==> src/rtl/bset_pkg.sv <==
package bset_pkg;

  typedef enum logic [2:0] {
    ST_IDLE,
    ST_WAIT,
    ST_SWAP,
    ST_WB,
    ST_FILL
  } bsetState_e;

  // strobes from control to the tag datapath
  typedef struct packed {
    logic capture;
    logic doSwap;
    logic doFill;
    logic markDirty;
  } bsetStrobe_t;

endpackage

==> src/rtl/bset_tags.sv <==
module bset_tags
  import bset_pkg::*;
#(
  parameter int NUM_WAYS = 4,
  parameter int NUM_SETS = 8,
  parameter int ADDR_W   = 16,
  localparam int SET_W   = $clog2(NUM_SETS),
  localparam int TAG_W   = ADDR_W - SET_W,
  localparam int WAY_W   = $clog2(NUM_WAYS)
) (
  input  logic              clk,
  input  logic              rstN,
  input  bsetStrobe_t       strb,
  input  logic [ADDR_W-1:0] reqAddr,
  input  logic              reqWrite,
  output logic              hit,
  output logic [WAY_W-1:0]  hitWay,
  output logic [TAG_W-1:0]  curTag,
  output logic [SET_W-1:0]  curSet,
  output logic              curWrite,
  output logic              victimDirty,
  output logic [TAG_W-1:0]  victimTag
);

  localparam logic [WAY_W-1:0] FAR_WAY = WAY_W'(NUM_WAYS - 1);

  logic [ADDR_W-1:0]   regAddr;
  logic                regWrite;
  logic [TAG_W-1:0]    tagArr   [NUM_SETS][NUM_WAYS];
  logic [NUM_WAYS-1:0] validArr [NUM_SETS];
  logic [NUM_WAYS-1:0] dirtyArr [NUM_SETS];
  logic [NUM_WAYS-1:0] hitVec;
  logic [WAY_W-1:0]    swapDst;
  logic [TAG_W-1:0]    srcTag;

  assign curSet   = regAddr[SET_W-1:0];
  assign curTag   = regAddr[ADDR_W-1:SET_W];
  assign curWrite = regWrite;

  // parallel probe of every way in the set
  generate
    for (genvar gw = 0; gw < NUM_WAYS; gw++) begin : gProbe
      assign hitVec[gw] = validArr[curSet][gw] && (tagArr[curSet][gw] == curTag);
    end
  endgenerate

  always_comb begin
    hitWay = '0;
    for (int w = 0; w < NUM_WAYS; w++) begin
      if (hitVec[w]) hitWay = WAY_W'(w);
    end
  end

  assign hit         = |hitVec;
  assign swapDst     = hitWay - WAY_W'(1);
  assign srcTag      = tagArr[curSet][hitWay];
  assign victimDirty = validArr[curSet][FAR_WAY] && dirtyArr[curSet][FAR_WAY];
  assign victimTag   = tagArr[curSet][FAR_WAY];

  always_ff @(posedge clk) begin
    if (!rstN) begin
      regAddr  <= '0;
      regWrite <= 1'b0;
    end else if (strb.capture) begin
      regAddr  <= reqAddr;
      regWrite <= reqWrite;
    end
  end

  always_ff @(posedge clk) begin
    if (!rstN) begin
      for (int s = 0; s < NUM_SETS; s++) begin
        validArr[s] <= '0;
        dirtyArr[s] <= '0;
        for (int w = 0; w < NUM_WAYS; w++) tagArr[s][w] <= '0;
      end
    end else if (strb.doSwap) begin
      tagArr[curSet][hitWay]    <= tagArr[curSet][swapDst];
      tagArr[curSet][swapDst]   <= tagArr[curSet][hitWay];
      validArr[curSet][hitWay]  <= validArr[curSet][swapDst];
      validArr[curSet][swapDst] <= validArr[curSet][hitWay];
      dirtyArr[curSet][hitWay]  <= dirtyArr[curSet][swapDst];
      dirtyArr[curSet][swapDst] <= dirtyArr[curSet][hitWay] | regWrite;
    end else if (strb.doFill) begin
      tagArr[curSet][FAR_WAY]   <= curTag;
      validArr[curSet][FAR_WAY] <= 1'b1;
      dirtyArr[curSet][FAR_WAY] <= regWrite;
    end else if (strb.markDirty) begin
      dirtyArr[curSet][hitWay]  <= 1'b1;
    end
  end

  AST_HIT_UNIQUE: assert property (@(posedge clk) disable iff (!rstN)
    $onehot0(hitVec));
  AST_SWAP_PROMOTE: assert property (@(posedge clk) disable iff (!rstN)
    strb.doSwap |=> tagArr[curSet][$past(swapDst)] == $past(srcTag));
  AST_FILL_FAR: assert property (@(posedge clk) disable iff (!rstN)
    strb.doFill |=> validArr[curSet][FAR_WAY] && (tagArr[curSet][FAR_WAY] == $past(curTag)));

endmodule

==> src/rtl/bset_ctrl.sv <==
module bset_ctrl
  import bset_pkg::*;
#(
  parameter int NUM_WAYS = 4,
  parameter int LAT_W    = 8,
  parameter logic [NUM_WAYS*LAT_W-1:0] BANK_LAT = {8'd11, 8'd7, 8'd4, 8'd2},
  localparam int WAY_W   = $clog2(NUM_WAYS)
) (
  input  logic             clk,
  input  logic             rstN,
  input  logic             reqValid,
  output logic             reqReady,
  input  logic             hit,
  input  logic [WAY_W-1:0] hitWay,
  input  logic             curWrite,
  input  logic             victimDirty,
  input  logic             wbReady,
  input  logic             fillAck,
  output logic             rspValid,
  output logic             rspHit,
  output logic [WAY_W-1:0] rspWay,
  output logic             wbValid,
  output logic             fillReqValid,
  output bsetStrobe_t      strb
);

  localparam logic [WAY_W-1:0] FAR_WAY = WAY_W'(NUM_WAYS - 1);

  bsetState_e       state, stateNxt;
  logic [LAT_W-1:0] latCnt;
  logic [LAT_W-1:0] target;
  logic [LAT_W-1:0] latOf [NUM_WAYS];
  logic             done;

  generate
    for (genvar gw = 0; gw < NUM_WAYS; gw++) begin : gLat
      assign latOf[gw] = BANK_LAT[gw*LAT_W +: LAT_W];
    end
  endgenerate

  assign target = hit ? latOf[hitWay] : latOf[FAR_WAY];
  assign done   = (state == ST_WAIT) && (latCnt == target);

  always_comb begin
    stateNxt = state;
    unique case (state)
      ST_IDLE: if (reqValid) stateNxt = ST_WAIT;
      ST_WAIT: begin
        if (done) begin
          if (hit)              stateNxt = (hitWay == '0) ? ST_IDLE : ST_SWAP;
          else if (victimDirty) stateNxt = ST_WB;
          else                  stateNxt = ST_FILL;
        end
      end
      ST_SWAP: stateNxt = ST_IDLE;
      ST_WB:   if (wbReady) stateNxt = ST_FILL;
      ST_FILL: if (fillAck) stateNxt = ST_IDLE;
      default: stateNxt = ST_IDLE;
    endcase
  end

  always_ff @(posedge clk) begin
    if (!rstN) begin
      state  <= ST_IDLE;
      latCnt <= '0;
    end else begin
      state <= stateNxt;
      if (strb.capture)                latCnt <= LAT_W'(1);
      else if (state == ST_WAIT && !done) latCnt <= latCnt + LAT_W'(1);
    end
  end

  assign reqReady       = (state == ST_IDLE);
  assign rspValid       = done;
  assign rspHit         = hit;
  assign rspWay         = hit ? hitWay : FAR_WAY;
  assign wbValid        = (state == ST_WB);
  assign fillReqValid   = (state == ST_FILL);
  assign strb.capture   = reqValid && (state == ST_IDLE);
  assign strb.doSwap    = (state == ST_SWAP);
  assign strb.doFill    = (state == ST_FILL) && fillAck;
  assign strb.markDirty = done && hit && (hitWay == '0) && curWrite;

  AST_BUSY_AFTER_ACCEPT: assert property (@(posedge clk) disable iff (!rstN)
    reqValid && reqReady |=> !reqReady);
  AST_WAY0_NO_SWAP: assert property (@(posedge clk) disable iff (!rstN)
    rspValid && rspHit && (rspWay == '0) |=> reqReady);
  AST_FILL_HOLD: assert property (@(posedge clk) disable iff (!rstN)
    fillReqValid && !fillAck |=> fillReqValid);
  AST_SWAP_BUSY: assert property (@(posedge clk) disable iff (!rstN)
    rspValid && rspHit && (rspWay != '0) |=> !reqReady);

endmodule

==> src/rtl/bank_set_ctrl.sv <==
module bank_set_ctrl
  import bset_pkg::*;
#(
  parameter int NUM_WAYS = 4,
  parameter int NUM_SETS = 8,
  parameter int ADDR_W   = 16,
  parameter int LAT_W    = 8,
  parameter logic [NUM_WAYS*LAT_W-1:0] BANK_LAT = {8'd11, 8'd7, 8'd4, 8'd2},
  localparam int SET_W   = $clog2(NUM_SETS),
  localparam int TAG_W   = ADDR_W - SET_W,
  localparam int WAY_W   = $clog2(NUM_WAYS)
) (
  input  logic              clk,
  input  logic              rstN,
  input  logic              reqValid,
  output logic              reqReady,
  input  logic [ADDR_W-1:0] reqAddr,
  input  logic              reqWrite,
  output logic              rspValid,
  output logic              rspHit,
  output logic [WAY_W-1:0]  rspWay,
  output logic              wbValid,
  input  logic              wbReady,
  output logic [TAG_W-1:0]  wbTag,
  output logic [SET_W-1:0]  wbSet,
  output logic              fillReqValid,
  input  logic              fillAck,
  output logic [TAG_W-1:0]  fillTag,
  output logic [SET_W-1:0]  fillSet
);

  bsetStrobe_t      strb;
  logic             hit;
  logic [WAY_W-1:0] hitWay;
  logic [TAG_W-1:0] curTag;
  logic [SET_W-1:0] curSet;
  logic             curWrite;
  logic             victimDirty;
  logic [TAG_W-1:0] victimTag;

  bset_tags #(
    .NUM_WAYS(NUM_WAYS), .NUM_SETS(NUM_SETS), .ADDR_W(ADDR_W)
  ) uTags (
    .clk(clk), .rstN(rstN), .strb(strb), .reqAddr(reqAddr), .reqWrite(reqWrite),
    .hit(hit), .hitWay(hitWay), .curTag(curTag), .curSet(curSet),
    .curWrite(curWrite), .victimDirty(victimDirty), .victimTag(victimTag)
  );

  bset_ctrl #(
    .NUM_WAYS(NUM_WAYS), .LAT_W(LAT_W), .BANK_LAT(BANK_LAT)
  ) uCtrl (
    .clk(clk), .rstN(rstN), .reqValid(reqValid), .reqReady(reqReady),
    .hit(hit), .hitWay(hitWay), .curWrite(curWrite), .victimDirty(victimDirty),
    .wbReady(wbReady), .fillAck(fillAck), .rspValid(rspValid), .rspHit(rspHit),
    .rspWay(rspWay), .wbValid(wbValid), .fillReqValid(fillReqValid), .strb(strb)
  );

  assign wbTag   = victimTag;
  assign wbSet   = curSet;
  assign fillTag = curTag;
  assign fillSet = curSet;

  // independent cycle count since the accepting edge
  logic [15:0] sinceAcc;
  logic [LAT_W-1:0] expLat;

  always_ff @(posedge clk) begin
    if (!rstN)                      sinceAcc <= '0;
    else if (reqValid && reqReady)  sinceAcc <= 16'd1;
    else if (sinceAcc != 16'hFFFF && sinceAcc != 16'd0) sinceAcc <= sinceAcc + 16'd1;
  end

  assign expLat = rspHit ? BANK_LAT[rspWay*LAT_W +: LAT_W]
                         : BANK_LAT[(NUM_WAYS-1)*LAT_W +: LAT_W];

  AST_RSP_LATENCY: assert property (@(posedge clk) disable iff (!rstN)
    rspValid |-> sinceAcc == 16'(expLat));
  AST_MISS_FAR: assert property (@(posedge clk) disable iff (!rstN)
    rspValid && !rspHit |-> rspWay == WAY_W'(NUM_WAYS - 1));
  AST_WB_BEFORE_FILL: assert property (@(posedge clk) disable iff (!rstN)
    wbValid |-> !fillReqValid);
  AST_WB_STABLE: assert property (@(posedge clk) disable iff (!rstN)
    wbValid && !wbReady |=> wbValid && $stable(wbTag) && $stable(wbSet));

endmodule

==> config.mk <==
export PLATFORM = sky130hd
export DESIGN_NAME = bank_set_ctrl
export DESIGN_NICKNAME = d
export VERILOG_FILES = /design/src/rtl/bset_pkg.sv /design/src/rtl/bset_tags.sv /design/src/rtl/bset_ctrl.sv /design/src/rtl/bank_set_ctrl.sv
export SDC_FILE = /design/constraint.sdc
export NUM_CORES = 1
export LEC_CHECK = 0
export BUFFER_PORTS_ARGS = -buffer_cell sky130_fd_sc_hd__buf_2
export CAP_MARGIN = 20
export CORE_ASPECT_RATIO = 1.75
export CORE_MARGIN = 5
export CORE_UTILIZATION = 40
export DETAILED_ROUTE_END_ITERATION = 10
export PLACE_DENSITY_LB_ADDON = 0.2
export RECOVER_POWER = 50
export SYNTH_ARGS = -nofsm -noshare
export SYNTH_HDL_FRONTEND = slang
export SYNTH_SLANG_ARGS = --single-unit
==> constraint.sdc <==
create_clock -name clk -period 6 [get_ports clk]
set_input_delay 0.3 -clock clk [delete_from_list [all_inputs] [get_ports clk]]
set_output_delay 0.3 -clock clk [all_outputs]
set_load 0.05 [all_outputs]
==> results of run 1 <==
==> area by class of cell <==
type                    count  share of cell area [%]
flip-flops and latches    511                   52.28
multi-input cells        1410                   33.29
repair buffers            236                   5.357
clock buffers              62                   4.431
well taps                 806                   3.505
clock inverters            20                  0.7175
inverters                  32                  0.4175
==> how the worst min path moves through the flow <==
stage	startpoint	endpoint	slack, ps	depth (start not counted)
after floorplan	reqAddr[12]	uTags.regAddr[12]	440	2
after global placement	uCtrl.latCnt[6]	uCtrl.latCnt[6]	490	2
after detailed placement	uCtrl.latCnt[4]	uCtrl.latCnt[4]	500	2
after CTS	wbReady	uCtrl.state[2]	70	4
after global routing	wbReady	uCtrl.state[1]	100	3
final	reqAddr[1]	flop	110	3
==> cell usage after synthesis, drive strengths merged (29+ instances only) <==
master  number
nand2      186
mux2i      128
dfxtp       31
a21oi       29
nor3        97
mux4        79
o21ai       44
clkbuf      79
inv         31
edfxtp     480
buf         56
nor2       464
mux2        46
xnor2       30
==> kinds of logic (layout without fill, tap and decap cells) <==
kind of cell	after synthesis	count (layout)	share of synthesized area, %
simple gates	879	879	15.01
flops	511	511	59.00
mux	253	253	14.15
compound gates	228	228	6.860
buf+inv	167	350	3.152
xor+xnor	43	43	1.478
fa+ha+maj	7	7	0.3437
==> report_power, final <==
group	total (mW)	leakage [nW]	switching [mW]	internal (mW)
logic	1.31	4.36	0.902	0.406
clock network	2.98	0.722	1.32	1.67
registers	4.07	5.22	0.0674	4.00
total	8.36	10.3	2.29	6.08
==> metal layers <==
| metal | track usage, % | share of wire (%) | vias to the layer above |
|---|---|---|---|
| met2 | 45.65 | 51 | 765 |
| li1 | - | - | 7971 |
| met4 | 14.93 | 6.8 | 4 |
| met3 | 3.216 | 5.6 | 225 |
| met5 | 0 | 0.029 | - |
| met1 | 29.03 | 36 | 9055 |
==> flip-flops by register name, indices dropped and copies added, names as in the netlist, named ones only <==
signal / count
uCtrl.latCnt: 8
uCtrl.state: 3
uTags.curWrite: 1
uTags.dirtyArr: 32
uTags.regAddr: 16
uTags.tagArr: 416
uTags.validArr: 32
==> worst max-delay path: stages (launching register included) <==
cell	delay [ps]
dfxtp_4	580
buf_4	330
mux2i_1	150
a22oi_1	420
nand2_1	230
xor2_1	420
nand4_1	190
or4_1	650
o21ai_0	290
ha_1	320
or4_1	460
o21ai_0	90
a22o_1	280
nand2_1	130
nor2_1	140
buf_2	290
==> stage by stage <==
stage | power (mW) | setup WS (ps)
2_1_floorplan | 4.890 | 88.08
3_3_place_gp | 5.445 | 542.9
3_5_place_dp | 5.458 | 507.9
4_1_cts | 8.426 | 19.55
5_1_grt | 8.590 | 3.635
6_report | 8.364 | 125.9
==> what timing repair did <==
item	CTS	global route
setup buffers	0	1
setup endpoints to repair	0	1
hold endpoints to repair	14	0
resized for setup	0	1
hold buffers	14	0
==> metrics.txt, run 1 <==
via count=about 18k; proportion of layout cells with a drive suffix above 1=between 10% and 20%; maximum VDD drop=0.1594 mV; Longest Clk Path Bufs=3; TritonRoute pass-1 iters=5; Setup Skew=14.52 ps; Cell Rows=between 100 and 150; Worst Setup EP=rspValid; Fin. Hold Viols=0; Synth Register Bits=about 500; most frequent cells in the layout=480 x edfxtp_1, 463 x nor2_1, 186 x nand2_1, 123 x mux2i_1, 109 x buf_4; Max FO, Critical Path=25; Design Area, Final=0.02877 mm²; Crit Path Class=flop to output pin; chip width=~200 µm; crit start category=flop; CORE AREA=about 0.063 mm²; worst slew pin tran=around 1200 ps; hold_ws=105.6 ps; Distinct cells, synth=81; Post-Syn Instances=2088; most common cell after layout, fill and taps aside=edfxtp_1; 1st-iter DRT viols=approximately 1.6k; Syn Std Cell Area=~0.025 mm²; CTS sink count=~510; Lkg Pwr=between 10 and 15 nW; ys flop type=edfxtp_1; Max Fclk=about 170 MHz; MaxCap Viol Count=0; Reg clk slew, reported paths=about 60 ps; ANT nets after route=0; Skew-Pair Late Insertion Delay=a little under 600 ps; largest net degree at the start of global routing=50; post-DP HPWL=about 64000 µm; multi-input logic area=between 0.009 and 0.01 mm²; capture point of the worst reg-to-reg path=uTags.tagArr[3][38]; dpl cell area=0.02741 mm²; leading area contributor after synthesis=edfxtp_1; run status=complete, no violations; starting density of the core=about two fifths; Fin Setup TNS=0 ps; register area share after synthesis=roughly 59%; crit path time final=between 5000 and 6000 ps; Period Utilization, post-route=between 90% and 100%; WL/cell=about 29 µm; Min-Delay Path Class=primary input to flop; Pins Over Slew Limit=0; Worst Path Arrival=5570 ps; Syn-to-layout area delta=12.92%; grt ovf=0; first-pass GRT wire length=between 100000 and 150000 µm; Ports=slightly above 60; power density over cell area=290.7 mW/mm²; Setup-failing EPs final=0; clk root buf=clkbuf_16; top post-synthesis cells by area=edfxtp_1 57%, mux4_2 7.0%, nor2_1 6.8%, mux2i_1 4.8%, nand2_1 2.7%; placed cells=2980; warnings from Yosys=0; share of the synthesized area in the top cell type=a little under three fifths; antenna violations before repair=2; Async SR Flop Fraction=0%; global placer's final weighted congestion=between 0.9 and 1; CP endpoint kind=output pin; Mapped Nets=around 2.1k; fin nets=2266; FILL cells=between 5k and 6k; Avg Inst Size Synth=around 12 µm²; vias in the first global route=18.17k; data required time of the worst path=5700 ps; Sequential Area=0.01504 mm²; R2R setup slack=around 150 ps; Port Buffers=60; GRT Util Overall=between 20% and 30%; H-tree levels=2; unrepaired setup endpoints after global routing=no; Die Ht=343.9 µm; vias per cell=~5.9; drt drc=0; diode count=0; CTS buffer count=46; DIE AREA=slightly below 0.07 mm²; TritonCTS clock tree=yes; final wirelength=89810 µm; fin util=45.53%; Worst Reg-to-Reg Cells=16; number of flops mapped to enable cells by yosys=480; Max-slew headroom=between 20% and 30%; Non-Filler Instances=just over 3k
No activity file was read; power rests on OpenSTA's default activity.
==> run 2, diff against run 1 <==
--- a/config.mk
+++ b/config.mk
@@ -7,7 +7,6 @@
 export LEC_CHECK = 0
 export BUFFER_PORTS_ARGS = -buffer_cell sky130_fd_sc_hd__buf_2
 export CAP_MARGIN = 20
-export CORE_ASPECT_RATIO = 1.75
 export CORE_MARGIN = 5
 export CORE_UTILIZATION = 40
 export DETAILED_ROUTE_END_ITERATION = 10
==> run 2 against run 1 <==
Combinational power is essentially flat. Final cell count grew 2.1%. Register-to-register slack gained 170 ps. Routed wire length shrank 1.6%. Non-clock buffer count grew 4. Clock skew grew 17 ps. First-iteration DRC count grew 35%.
==> metrics.txt, run 2 (synthesized netlist as in run 1, its figures left out) <==
DP Worst Slack=190.7 ps (-317.2 ps); H-tree levels=2 (unchanged); GRT Util Overall=24.78% (-0.60 points); Non-Filler Instances=3143 (+2.1%); Fin Setup TNS=0 ps (unchanged); grt ovf=0 (unchanged); chip width=262.4 µm (+31%); drt drc=0 (unchanged); placed cells=3012 (+1.1%); ANT nets after route=0 (unchanged); Clock power frac=38.9% (+3.2 points); internal power=6.410 mW (+5.5%); TritonCTS clock tree=yes; CTS sink count=511 (unchanged); hold path depth=3 (unchanged); Worst Path Arrival=5430 ps (-140 ps); Fin. Hold Viols=0 (unchanged); Setup Skew=31.54 ps (+17.03 ps); Pins Over Slew Limit=0 (unchanged); Top reg by flops=uTags.tagArr; Max Fclk=174.6 MHz (+2.5%); fin nets=2280 (+0.62%); post-DP HPWL=61560 µm (-4.3%); TritonRoute pass-1 iters=6 (+1); crit start category=flop; most frequent cells in the layout=480 x edfxtp_1, 462 x nor2_1, 186 x nand2_1, 119 x mux2i_1, 118 x buf_4; most common cell after layout, fill and taps aside=edfxtp_1; MaxCap Viol Count=0 (unchanged); DIE AREA=0.06885 mm² (-0.29%); fin util=46.41% (+0.88 points); Gate power share=14.8% (-0.8 points); starting density of the core=40.39% (+0.074 points); worst slew pin tran=1250 ps (+95.33 ps); Cell Rows=92 (-25%); first-pass GRT wire length=126500 µm (-1.1%); vias per cell=5.824 (-0.55%); CTS buffer count=56 (+22%); final wirelength=88380 µm (-1.6%); Ports=61 (unchanged); Die Ht=262.4 µm (-24%); global placer's final weighted congestion=1.028 (+3.8%); proportion of layout cells with a drive suffix above 1=18.47% (+1.1 points); Min-Delay Path Class=primary input to flop; antenna violations before repair=2 (unchanged); top flop regs=uTags.tagArr x416, uTags.dirtyArr x32, uTags.validArr x32; power density over cell area=300.7 mW/mm² (+3.5%); Worst Setup Slack, final=271.0 ps (+145.1 ps); clk root buf=clkbuf_16; switching share of power=27.20% (-0.14 points); overall power=8.805 mW (+5.3%); 1st-iter DRT viols=2112 (+35%); CORE AREA=0.06308 mm² (-0.18%); max reg flops=416 (unchanged); Crit Path Class=flop to output pin; WL/cell=28.12 µm (-3.7%); Lkg Pwr=10.45 nW (+1.5%); maximum VDD drop=0.1985 mV (+25%); vias in the first global route=17.85k (-1.8%); crit path time final=5729 ps (-145.1 ps); Max FO, Critical Path=37 (+48%); Setup-failing EPs final=0 (unchanged); Period Utilization, post-route=95.48% (-2.4 points); via count=18.31k (+1.6%); Worst Reg-to-Reg Cells=12 (-4); largest net degree at the start of global routing=47 (-6.0%); Switch Pwr=2.395 mW (+4.7%); run status=complete, no violations; Reg clk slew, reported paths=70 ps (about the same); Syn-to-layout area delta=14.90%; Skew-Pair Late Insertion Delay=630 ps (+40 ps); data required time of the worst path=5700 ps (about the same); Longest Clk Path Bufs=3 (unchanged); unrepaired setup endpoints after global routing=no; Port Buffers=60 (unchanged); CP endpoint kind=output pin; Max-slew headroom=16.63% (-6.1 points); Reg power frac=46.2% (-2.5 points)
==> run 2: cell types whose count changed in the layout (fill, tap and decap cells not counted), sizes merged <==
cell	previous run	this run
buf	149	161
clkinv	13	19
bufinv	4	6
clkinvlp	1	3
diode	0	2
clkbuf	135	136
dlygate4sd3	14	15
==> run 2: path summary, 6_finish.rpt <==
path / slack [ps] / end / startpoint
max: 270 / rspValid / flop
max reg2reg: 320 / uTags.tagArr[5][8] / flop
min reg2reg: 510 / uCtrl.latCnt[4] / uCtrl.latCnt[4]
min: 50 / uCtrl.state[0] / reqValid
==> run 2: power by group through the flow <==
stage          Combinational [mW]  Clock, mW  Sequential, mW
6_report                     1.31       3.43            4.07
5_1_grt                      1.37       3.63            4.08
4_1_cts                      1.30       3.47            4.07
3_5_place_dp                 1.27          0            4.15
3_3_place_gp                 1.27          0            4.15
2_1_floorplan               0.761          0            4.13
==> run 2: final cells by class <==
class,instances,area (µm²)
repair buffers,240,1614
flip-flops and latches,511,15040
fillers,5877,33800
clock buffers,72,1483
clock inverters,30,314.1
diodes,2,5.005
well taps,846,1059
multi-input cells,1410,9642
inverters,32,120.1
==> run 2: critical path, stage by stage (launching register included) <==
cell      delay (ps)
dfxtp_4          540
buf_12           320
mux4_2           570
mux2i_1          350
xnor2_1          150
nor4_1           440
nand4_1          140
buf_4            200
nand2_1          210
inv_1            150
ha_1             280
xor2_1           190
nand2_1          150
nor2_1           150
nand4b_1         100
nand3b_1         260
nand2_1          130
nor2_1           120
buf_2            280
==> run 2: metrics by stage <==
step | instance area (µm²) | hold slack [ps]
after floorplan | 25480 | 444.9
after global placement | 27360 | 483.6
after detailed placement | 27380 | 495.5
after CTS | 29400 | 24.22
after global routing | 29270 | 51.14
final | 29280 | 53.76
==> run 2: per-layer routing <==
| layer | wire length [µm] | part of all wire, % | GRT usage (%) |
|---|---|---|---|
| met2 | 41810 | 47 | 40.51 |
| met4 | 3187 | 3.6 | 8.239 |
| met1 | 36080 | 41 | 33.88 |
| met3 | 7305 | 8.3 | 4.241 |
| met5 | 0 | 0 | 0 |
==> run 2: what timing repair did <==
action / in CTS / in global routing
gates resized for setup: 2 / 8
gates cloned: 0 / 0
buffers inserted: 5 / 7
hold endpoints to repair: 15 / 0
pin swaps: 1 / 0
hold buffers: 15 / 0
setup endpoints to repair: 1 / 1
